## config.mk

```make
export PLATFORM = sky130hd
export DESIGN_NAME = adc_conv_ctrl
export DESIGN_NICKNAME = d
export VERILOG_FILES = /design/src/rtl/adc_ctrl_pkg.sv /design/src/rtl/adc_bit_sync.sv /design/src/rtl/adc_down_timer.sv /design/src/rtl/adc_seq_fsm.sv /design/src/rtl/adc_conv_ctrl.sv
export SDC_FILE = /design/constraint.sdc
export NUM_CORES = 1
export LEC_CHECK = 0
export BUFFER_PORTS_ARGS = -buffer_cell sky130_fd_sc_hd__clkbuf_2
export CAP_MARGIN = 20
export CORE_AREA = 2 2 72 74
export CTS_BUF_LIST = sky130_fd_sc_hd__clkbuf_8 sky130_fd_sc_hd__clkbuf_16
export DETAILED_ROUTE_END_ITERATION = 16
export DIE_AREA = 0 0 74 76
export PLACE_DENSITY_LB_ADDON = 0.05
export SYNTH_ARGS = -nofsm -noshare
export SYNTH_HDL_FRONTEND = slang
export SYNTH_SLANG_ARGS = --single-unit
export TNS_END_PERCENT = 30
```

## constraint.sdc

```tcl
create_clock -name clk -period 3.1 [get_ports clk]
set_clock_uncertainty 0.05 [all_clocks]
set_input_delay 0.31 -clock clk [delete_from_list [all_inputs] [get_ports clk]]
set_output_delay 0.31 -clock clk [all_outputs]
set_load 0.05 [all_outputs]
```

## src/rtl/adc_ctrl_pkg.sv

```systemverilog
package adc_ctrl_pkg;

  typedef enum logic [1:0] {
    ST_RST  = 2'b00,
    ST_ACQ  = 2'b01,
    ST_CONV = 2'b10
  } ctrl_state_e;

  // Bit positions inside the synchronized pin bundle
  localparam int PIN_RSTN  = 0;
  localparam int PIN_START = 1;
  localparam int PIN_CSN   = 2;
  localparam int PIN_SCLK  = 3;
  localparam int PIN_NUM   = 4;

  function automatic int clamp_len(input int v, input int lo, input int hi);
    if (v < lo) return lo;
    if (v > hi) return hi;
    return v;
  endfunction

endpackage

```

## src/rtl/adc_bit_sync.sv

```systemverilog
module adc_bit_sync #(
  parameter int N = 4,
  parameter int STAGES = 2,
  parameter logic [N-1:0] RST_VAL = '0
) (
  input  logic         clk,
  input  logic         rst,
  input  logic [N-1:0] d_async,
  output logic [N-1:0] q_sync
);

  logic [N-1:0] chain [STAGES];

  generate
    for (genvar s = 0; s < STAGES; s++) begin : g_stage
      if (s == 0) begin : g_first
        always_ff @(posedge clk) begin
          if (rst) chain[0] <= RST_VAL;
          else     chain[0] <= d_async;
        end
      end else begin : g_next
        always_ff @(posedge clk) begin
          if (rst) chain[s] <= RST_VAL;
          else     chain[s] <= chain[s-1];
        end
      end
    end
  endgenerate

  assign q_sync = chain[STAGES-1];

endmodule

```

## src/rtl/adc_down_timer.sv

```systemverilog
module adc_down_timer #(
  parameter int W = 8
) (
  input  logic         clk,
  input  logic         rst,
  input  logic         load,
  input  logic [W-1:0] load_val,
  output logic         expired
);

  logic [W-1:0] cnt_q;

  always_ff @(posedge clk) begin
    if (rst)               cnt_q <= '0;
    else if (load)         cnt_q <= load_val;
    else if (cnt_q != '0)  cnt_q <= cnt_q - 1'b1;
  end

  assign expired = (cnt_q == '0);

endmodule

```

## src/rtl/adc_seq_fsm.sv

```systemverilog
module adc_seq_fsm
  import adc_ctrl_pkg::*;
(
  input  logic        clk,
  input  logic        rst,
  input  logic        rst_n_s,
  input  logic        rst_rise,
  input  logic        start_rise,
  input  logic        pins_ok,
  input  logic        exit_expired,
  input  logic        conv_expired,
  output ctrl_state_e state_q,
  output ctrl_state_e state_d,
  output logic        exit_load,
  output logic        conv_load
);

  logic armed_q, armed_d;

  always_comb begin
    state_d   = state_q;
    armed_d   = armed_q;
    exit_load = 1'b0;
    conv_load = 1'b0;
    if (!rst_n_s) begin
      state_d = ST_RST;
      armed_d = 1'b0;
    end else begin
      case (state_q)
        ST_RST: begin
          if (rst_rise) begin
            // pin levels are judged only at the release edge
            armed_d   = pins_ok;
            exit_load = pins_ok;
          end else if (armed_q && exit_expired) begin
            state_d = ST_ACQ;
            armed_d = 1'b0;
          end
        end
        ST_ACQ: begin
          if (start_rise) begin
            state_d   = ST_CONV;
            conv_load = 1'b1;
          end
        end
        ST_CONV: begin
          if (conv_expired) state_d = ST_ACQ;
        end
        default: state_d = ST_RST;
      endcase
    end
  end

  always_ff @(posedge clk) begin
    if (rst) begin
      state_q <= ST_RST;
      armed_q <= 1'b0;
    end else begin
      state_q <= state_d;
      armed_q <= armed_d;
    end
  end

endmodule

```

## src/rtl/adc_conv_ctrl.sv

```systemverilog
module adc_conv_ctrl
  import adc_ctrl_pkg::*;
#(
  parameter int DATA_W      = 18,
  parameter int CONV_MIN    = 60,
  parameter int CONV_MAX    = 68,
  parameter int EXIT_CYC    = 250000,
  parameter int SYNC_STAGES = 2,
  parameter int LEN_W       = $clog2(CONV_MAX + 1)
) (
  input  logic              clk,
  input  logic              rst,
  input  logic              dev_rst_n,
  input  logic              conv_start,
  input  logic              cs_n,
  input  logic              sclk,
  input  logic [LEN_W-1:0]  conv_len,
  input  logic [DATA_W-1:0] sample_in,
  output logic              rdy,
  output logic              conv_busy_n,
  output logic              conv_done,
  output logic [1:0]        ctrl_state,
  output logic [DATA_W-1:0] sample_out
);

  localparam int EXIT_W = (EXIT_CYC < 2) ? 1 : $clog2(EXIT_CYC);
  localparam logic [EXIT_W-1:0] EXIT_LOAD = EXIT_W'(EXIT_CYC - 1);
  localparam logic [PIN_NUM-1:0] PIN_RST_VAL = PIN_NUM'(1) << PIN_CSN;

  logic [PIN_NUM-1:0] pin_raw, pin_s;
  logic rst_n_prev, start_prev;
  logic rst_rise, start_rise, pins_ok;
  logic exit_load, conv_load, exit_expired, conv_expired;
  logic [LEN_W-1:0] conv_ld_val;
  ctrl_state_e state_q, state_d;

  assign pin_raw[PIN_RSTN]  = dev_rst_n;
  assign pin_raw[PIN_START] = conv_start;
  assign pin_raw[PIN_CSN]   = cs_n;
  assign pin_raw[PIN_SCLK]  = sclk;

  adc_bit_sync #(.N(PIN_NUM), .STAGES(SYNC_STAGES), .RST_VAL(PIN_RST_VAL)) sync_i (
    .clk(clk), .rst(rst), .d_async(pin_raw), .q_sync(pin_s)
  );

  always_ff @(posedge clk) begin
    if (rst) begin
      rst_n_prev <= 1'b0;
      start_prev <= 1'b0;
    end else begin
      rst_n_prev <= pin_s[PIN_RSTN];
      start_prev <= pin_s[PIN_START];
    end
  end

  assign rst_rise   = pin_s[PIN_RSTN] & ~rst_n_prev;
  assign start_rise = pin_s[PIN_START] & ~start_prev;
  assign pins_ok    = ~pin_s[PIN_START] & pin_s[PIN_CSN] & ~pin_s[PIN_SCLK];

  assign conv_ld_val = LEN_W'(clamp_len(int'(conv_len), CONV_MIN, CONV_MAX) - 1);

  adc_seq_fsm fsm_i (
    .clk(clk), .rst(rst),
    .rst_n_s(pin_s[PIN_RSTN]), .rst_rise(rst_rise), .start_rise(start_rise),
    .pins_ok(pins_ok), .exit_expired(exit_expired), .conv_expired(conv_expired),
    .state_q(state_q), .state_d(state_d),
    .exit_load(exit_load), .conv_load(conv_load)
  );

  adc_down_timer #(.W(EXIT_W)) exit_tmr_i (
    .clk(clk), .rst(rst), .load(exit_load), .load_val(EXIT_LOAD), .expired(exit_expired)
  );

  adc_down_timer #(.W(LEN_W)) conv_tmr_i (
    .clk(clk), .rst(rst), .load(conv_load), .load_val(conv_ld_val), .expired(conv_expired)
  );

  // Registered outputs, all derived from the next state
  always_ff @(posedge clk) begin
    if (rst) begin
      rdy         <= 1'b0;
      conv_busy_n <= 1'b0;
      conv_done   <= 1'b0;
      ctrl_state  <= ST_RST;
      sample_out  <= '0;
    end else begin
      conv_busy_n <= (state_d == ST_ACQ);
      rdy         <= (state_d == ST_ACQ) & pin_s[PIN_CSN];
      conv_done   <= (state_q == ST_CONV) && (state_d == ST_ACQ);
      ctrl_state  <= state_d;
      if ((state_q == ST_CONV) && (state_d == ST_ACQ)) sample_out <= sample_in;
    end
  end

endmodule

```

==> results of run 1 <==
[power by group]
| part | internal [mW] | switching (mW) |
|---|---|---|
| logic | 0.484 | 0.592 |
| clock network | 0.391 | 0.319 |
| registers | 0.902 | 0.139 |
[cell usage after synthesis (4+ instances only)]
cell	number	area, um^2
a21oi_1	37	185.2
a31oi_1	6	37.54
clkbuf_1	10	37.54
dfxtp_1	59	1181
ha_1	5	62.56
inv_1	7	26.28
nand2_1	53	198.9
nand2b_1	8	50.05
nand3_1	5	25.02
nor2_1	20	75.07
nor2b_1	9	56.30
nor3_1	4	20.02
o21ai_0	8	40.04
or2_2	4	25.02
or4_1	5	37.54
xnor2_1	11	96.34
[registers in the layout (all words and copies together), names as in the netlist]
signal and flops:
exit_tmr_i.cnt_q 18, start_prev 1, fsm_i.armed_q 1, rst_n_prev 1, fsm_i.state_q 2, conv_busy_n 1, rdy 1, sync_i.chain 8
conv_done 1, sample_out 18, conv_tmr_i.cnt_q 7
[worst paths after layout]
kind                                           from                   to  slack (ps)  cells past startpoint
worst max register to register  exit_tmr_i.cnt_q[0]  exit_tmr_i.cnt_q[1]         690                      7
worst max-delay path            exit_tmr_i.cnt_q[0]  exit_tmr_i.cnt_q[1]         690                      7
worst min-delay path                           cs_n   sync_i.chain[0][2]         100                      2
worst min register to register   sync_i.chain[0][2]   sync_i.chain[1][2]         350                      1
[kinds of logic after synthesis]
logic type               Yosys count  share of synthesized area [%]
AND/OR/NAND/NOR                  131                          27.42
buffers and inverters             19                          2.905
adder cells (fa/ha/maj)            5                          2.462
AO/OA/AOI/OAI                     64                          14.48
multiplexers                       3                          1.428
XOR/XNOR                          14                          4.825
flip-flops                        59                          46.48
[metal layers]
layer  track usage, %  up-vias  share of wire (%)
met4            8.909        0                2.3
met2            33.13       41                 49
met1            24.18     1007                 45
li1                 -     1139                  -
met3            7.540       12                4.4
met5                0        -                  0
[metrics by stage]
stage               setup WS, ps  std cells  util, %  hold WS (ps)  total power, mW
floorplan                  981.0        295        -         339.5            1.931
global placement           801.6        409    58.41         340.4            2.115
detailed placement         763.5        409    58.41         345.8            2.123
CTS                        720.9        425    62.53         95.42            2.837
global route               482.6        425    62.53         95.78            3.030
finish                     693.4        425    62.53         102.7            2.827
[final cells by class]
type / count / area (um^2) / share of cell area [%]
clock buffers: 10 / 137.6 / 4.481
clock inverters: 6 / 65.06 / 2.118
inverters: 7 / 26.28 / 0.8554
multi-input cells: 217 / 1286 / 41.87
flip-flops and latches: 59 / 1181 / 38.45
well taps: 70 / 87.58 / 2.851
repair buffers: 56 / 287.8 / 9.369
==> flow_metrics.py, run 1 <==
metrics = {
    "global_routing": {
        "grt_pass1_vias": 2115,
        "grt_util_all_layers_pct": 20.58,
        "grt_antenna_before_repair": 0,
        "grt_first_pass_wirelength_um": 9114,
        "grt.overflow.total": 0,
        "grt_max_degree": 32,
    },
    "place": {
        "postPlaceCellArea_um2": 2869,
        "dpl.hpwl_um": 3741,
        "globalplace.congestion": 0.8080,
        "port-buffer-count": 53,
    },
    "die": {
        "dieArea_um2": 5624,
        "initial_core_util_pct": 51.73,
        "fp-row-count": 26,
        "io_pins": 54,
        "die_h_um": 76,
        "coreArea_um2": 4912,
        "fp.dieW_um": 74,
    },
    "sta": {
        "period_minus_slack_ps": 2407,
        "relSlewSlack_pct": 56.17,
        "report.final.slew_viol_count": 0,
        "final.setup.tns_ps": 0,
        "hold_viol": 0,
        "min_period_over_period_pct": 77.63,
        "worst_pin_slew_ps": 656.1,
        "clock.fmax_ghz": 0.4155,
        "setup_viol": 0,
        "rsz0062_at_grt": "false",
    },
    "cells_and_area": {
        "layout_commonest_cell": "dfxtp_1",
        "antenna_cells": 0,
        "areaGrowthSynthToFinish_pct": 20.88,
        "drive_gt1_share_pct": 23.94,
        "nets": 386,
        "fill_cells": 437,
        "layout.cells.most_common_list": "dfxtp_1 (59), nand2_1 (53), clkbuf_2 (53)",
        "design_area_um2": 3072,
    },
    "cts": {
        "cts_tree": "done",
        "cts_resized": 0,
        "clock_sinks": 59,
        "path_clk_slew_ps": 70,
        "cts_buffer_depth": 2,
        "htreeDepth": 3,
        "ctsHoldBuffers": 0,
        "cts_made_buffers": 9,
        "cts_root_buffer": "clkbuf_8",
        "cts_setup_buffers": 0,
        "clk_latency_ps": 340,
    },
    "detailed_routing": {
        "drt_wl_total_um": 5293,
        "vias": 2199,
        "viasPerCell": 5.174,
        "drc": 0,
        "ant_nets": 0,
        "drt_iter0_drc": 96,
        "wl_per_cell_um": 12.45,
        "firstDrtPassIters": 4,
    },
    "worst_setup_path": {
        "crit_type": "reg -> reg",
        "critPathBufInv": 1,
        "crit_chain": "inv_1, ha_1, or4b_1, nor3_4, nand2_2, mux2_4, a21oi_1",
        "required_ps": 3330,
        "cp-start-kind": "flip-flop",
        "cp-end-kind": "flip-flop",
        "cp_max_fo": 8,
        "max_stage_delay_ps": 560,
        "cpLargestDelayFamily": "simple AND/OR/NAND/NOR gates",
        "cp_data_arrival_time_ps": 2640,
        "cpMaxStageDelayCell": "or4b_1",
    },
    "logic_synthesis": {
        "synth_edf_count": 0,
        "synthArstFlopShare_pct": 0,
        "avgSynthCellArea_um2": 8.614,
        "yosysSeqAreaShare_pct": 46.48,
        "synth_seq_cells": 59,
        "yosysWarningCount": 0,
        "synth.net_count": 331,
        "ys.flop_type": "dfxtp_1",
        "syn_area_um2": 2541,
        "synth_cell_types": 44,
        "synthCells": 295,
    },
    "worst_hold_path": {
        "hp-class": "in -> reg",
    },
    "power_and_ir_drop": {
        "ir_drop_v": 0.0003977,
        "cellPowerDensity_nw_per_um2": 920.3,
        "power.leakage_nw": 1.228,
    },
    "flow_run": {
        "maxCapViolCount": 0,
    },
    "outcome": {
        "status": "finished, final reports clean",
    },
}
(Power assumes the default switching activity.)
==> run 2: changes to the inputs <==
CORE_AREA = 2 2 76 78   (was 2 2 72 74)
DIE_AREA = 0 0 78 80   (was 0 0 74 76)
clock period = 2.2 ns   (was 3.1 ns; I/O delays follow)
==> flow_metrics.py, run 2 (same netlist as run 1, synthesis figures left out) <==
metrics = {
    "place": {
        "dp_slack_ps": 59.84,
        "port-buffer-count": 53,
        "postPlaceCellArea_um2": 2962,
        "dpl.hpwl_um": 3801,
        "globalplace.congestion": 0.8209,
    },
    "worst_setup_path": {
        "max_stage_delay_ps": 480,
        "cp-start-kind": "flip-flop",
        "crit_type": "reg -> reg",
        "cp_max_fo": 5,
        "cp-end-kind": "flip-flop",
        "crit_chain": "inv_1, ha_1, or4b_4, nor3_4, nand2_2, mux2_4, a21oi_1",
        "cpLargestDelayFamily": "simple AND/OR/NAND/NOR gates",
        "critPathBufInv": 1,
        "cp_data_arrival_time_ps": 2280,
        "required_ps": 2420,
        "cpMaxStageDelayCell": "or4b_4",
    },
    "cts": {
        "clk_latency_ps": 330,
        "clock_sinks": 59,
        "path_clk_slew_ps": 60,
        "cts_tree": "done",
        "htreeDepth": 3,
        "cts_setup_buffers": 0,
        "cts_made_buffers": 9,
        "cts_buffer_depth": 2,
        "cts_root_buffer": "clkbuf_8",
    },
    "power_and_ir_drop": {
        "cellPowerDensity_nw_per_um2": 1288,
        "ir_drop_v": 0.0006190,
        "internal_power_mw": 2.582,
        "p_total_mw": 4.065,
        "net-switching-power_mw": 1.483,
        "power.leakage_nw": 1.291,
        "p_seq_share_pct": 36.1,
        "power_frac_comb_pct": 42.4,
        "p_sw_share_pct": 36.49,
        "clockPowerShare_pct": 21.5,
    },
    "die": {
        "die_h_um": 80,
        "fp.dieW_um": 78,
        "dieArea_um2": 6240,
        "fp-row-count": 27,
        "io_pins": 54,
        "coreArea_um2": 5405,
        "initial_core_util_pct": 47.01,
    },
    "sta": {
        "hold_viol": 0,
        "final.setup.tns_ps": 0,
        "clock.fmax_ghz": 0.4839,
        "period_minus_slack_ps": 2067,
        "rsz0062_at_grt": "false",
        "min_period_over_period_pct": 93.94,
        "setup_slack_ps": 133.3,
        "worst_pin_slew_ps": 484.2,
        "relSlewSlack_pct": 67.42,
        "setup_viol": 0,
        "report.final.slew_viol_count": 0,
        "timing.hold.ws_ps": 46.68,
    },
    "cells_and_area": {
        "design_area_um2": 3157,
        "drive_gt1_share_pct": 26.36,
        "nets": 399,
        "areaGrowthSynthToFinish_pct": 24.22,
        "largestRegisters": "exit_tmr_i.cnt_q (18), sample_out (18), sync_i.chain (8)",
        "layout.cells.most_common_list": "dfxtp_1 (59), nand2_1 (53), clkbuf_2 (53)",
        "layout_commonest_cell": "dfxtp_1",
        "antenna_cells": 0,
    },
    "detailed_routing": {
        "viasPerCell": 5.023,
        "ant_nets": 0,
        "drt_wl_total_um": 5320,
        "firstDrtPassIters": 4,
        "vias": 2210,
        "wl_per_cell_um": 12.09,
        "drc": 0,
        "drt_iter0_drc": 46,
    },
    "global_routing": {
        "grt.overflow.total": 0,
        "grt_antenna_before_repair": 0,
        "grt_max_degree": 29,
        "grt_util_all_layers_pct": 19.35,
        "grt_pass1_vias": 2092,
        "grt_first_pass_wirelength_um": 9515,
    },
    "worst_hold_path": {
        "hp-class": "in -> reg",
    },
    "outcome": {
        "status": "finished, final reports clean",
    },
    "flow_run": {
        "maxCapViolCount": 0,
    },
}
run 2: worst paths after layout:
kind / start / end / slack (ps) / depth (start not counted)
setup / recovery: exit_tmr_i.cnt_q[1] / exit_tmr_i.cnt_q[1] / 130 / 7
hold / removal: sclk / sync_i.chain[0][3] / 50 / 2
setup reg to reg: exit_tmr_i.cnt_q[1] / exit_tmr_i.cnt_q[1] / 130 / 7
hold reg to reg: sync_i.chain[0][2] / sync_i.chain[1][2] / 360 / 1
run 2: layer usage:
layer  vias to the layer above  share of wire, %  wire length [um]  track usage (%)
met2                        39                48              2539            31.03
met5                         -                 0                 0                0
met1                      1001                47              2501            24.01
li1                       1163                 -                 -                -
met3                         7               4.2               224            7.014
met4                         0               1.0                55            6.842
run 2: repair_timing:
action                     CTS  global route
hold endpoints to repair     0             1
hold buffers                 0             1
setup endpoints to repair    0            11
resized for setup            0             2
run 2: through the flow:
stage / instances / util (%)
5_1_grt: 440 / 58.40
2_1_floorplan: 295 / -
3_3_place_gp: 423 / 54.79
4_1_cts: 439 / 58.13
6_report: 440 / 58.40
3_5_place_dp: 423 / 54.79
run 2: power groups by stage:
| stage | Sequential (mW) | Clock (mW) | Combinational [mW] |
|---|---|---|---|
| floorplan | 1.44 | 0 | 1.28 |
| global placement | 1.49 | 0 | 1.69 |
| detailed placement | 1.49 | 0 | 1.70 |
| CTS | 1.46 | 0.902 | 1.72 |
| global route | 1.50 | 0.960 | 1.95 |
| finish | 1.47 | 0.875 | 1.72 |
run 2: cell type report:
cell class                      count  area, um^2
Fill cell                         514        2248
Multi-Input combinational cell    217        1291
Sequential cell                    59        1181
Timing Repair Buffer               69       387.9
Clock buffer                       11       151.4
Tap cell                           72       90.09
Clock inverter                      5       28.78
Inverter                            7       26.28
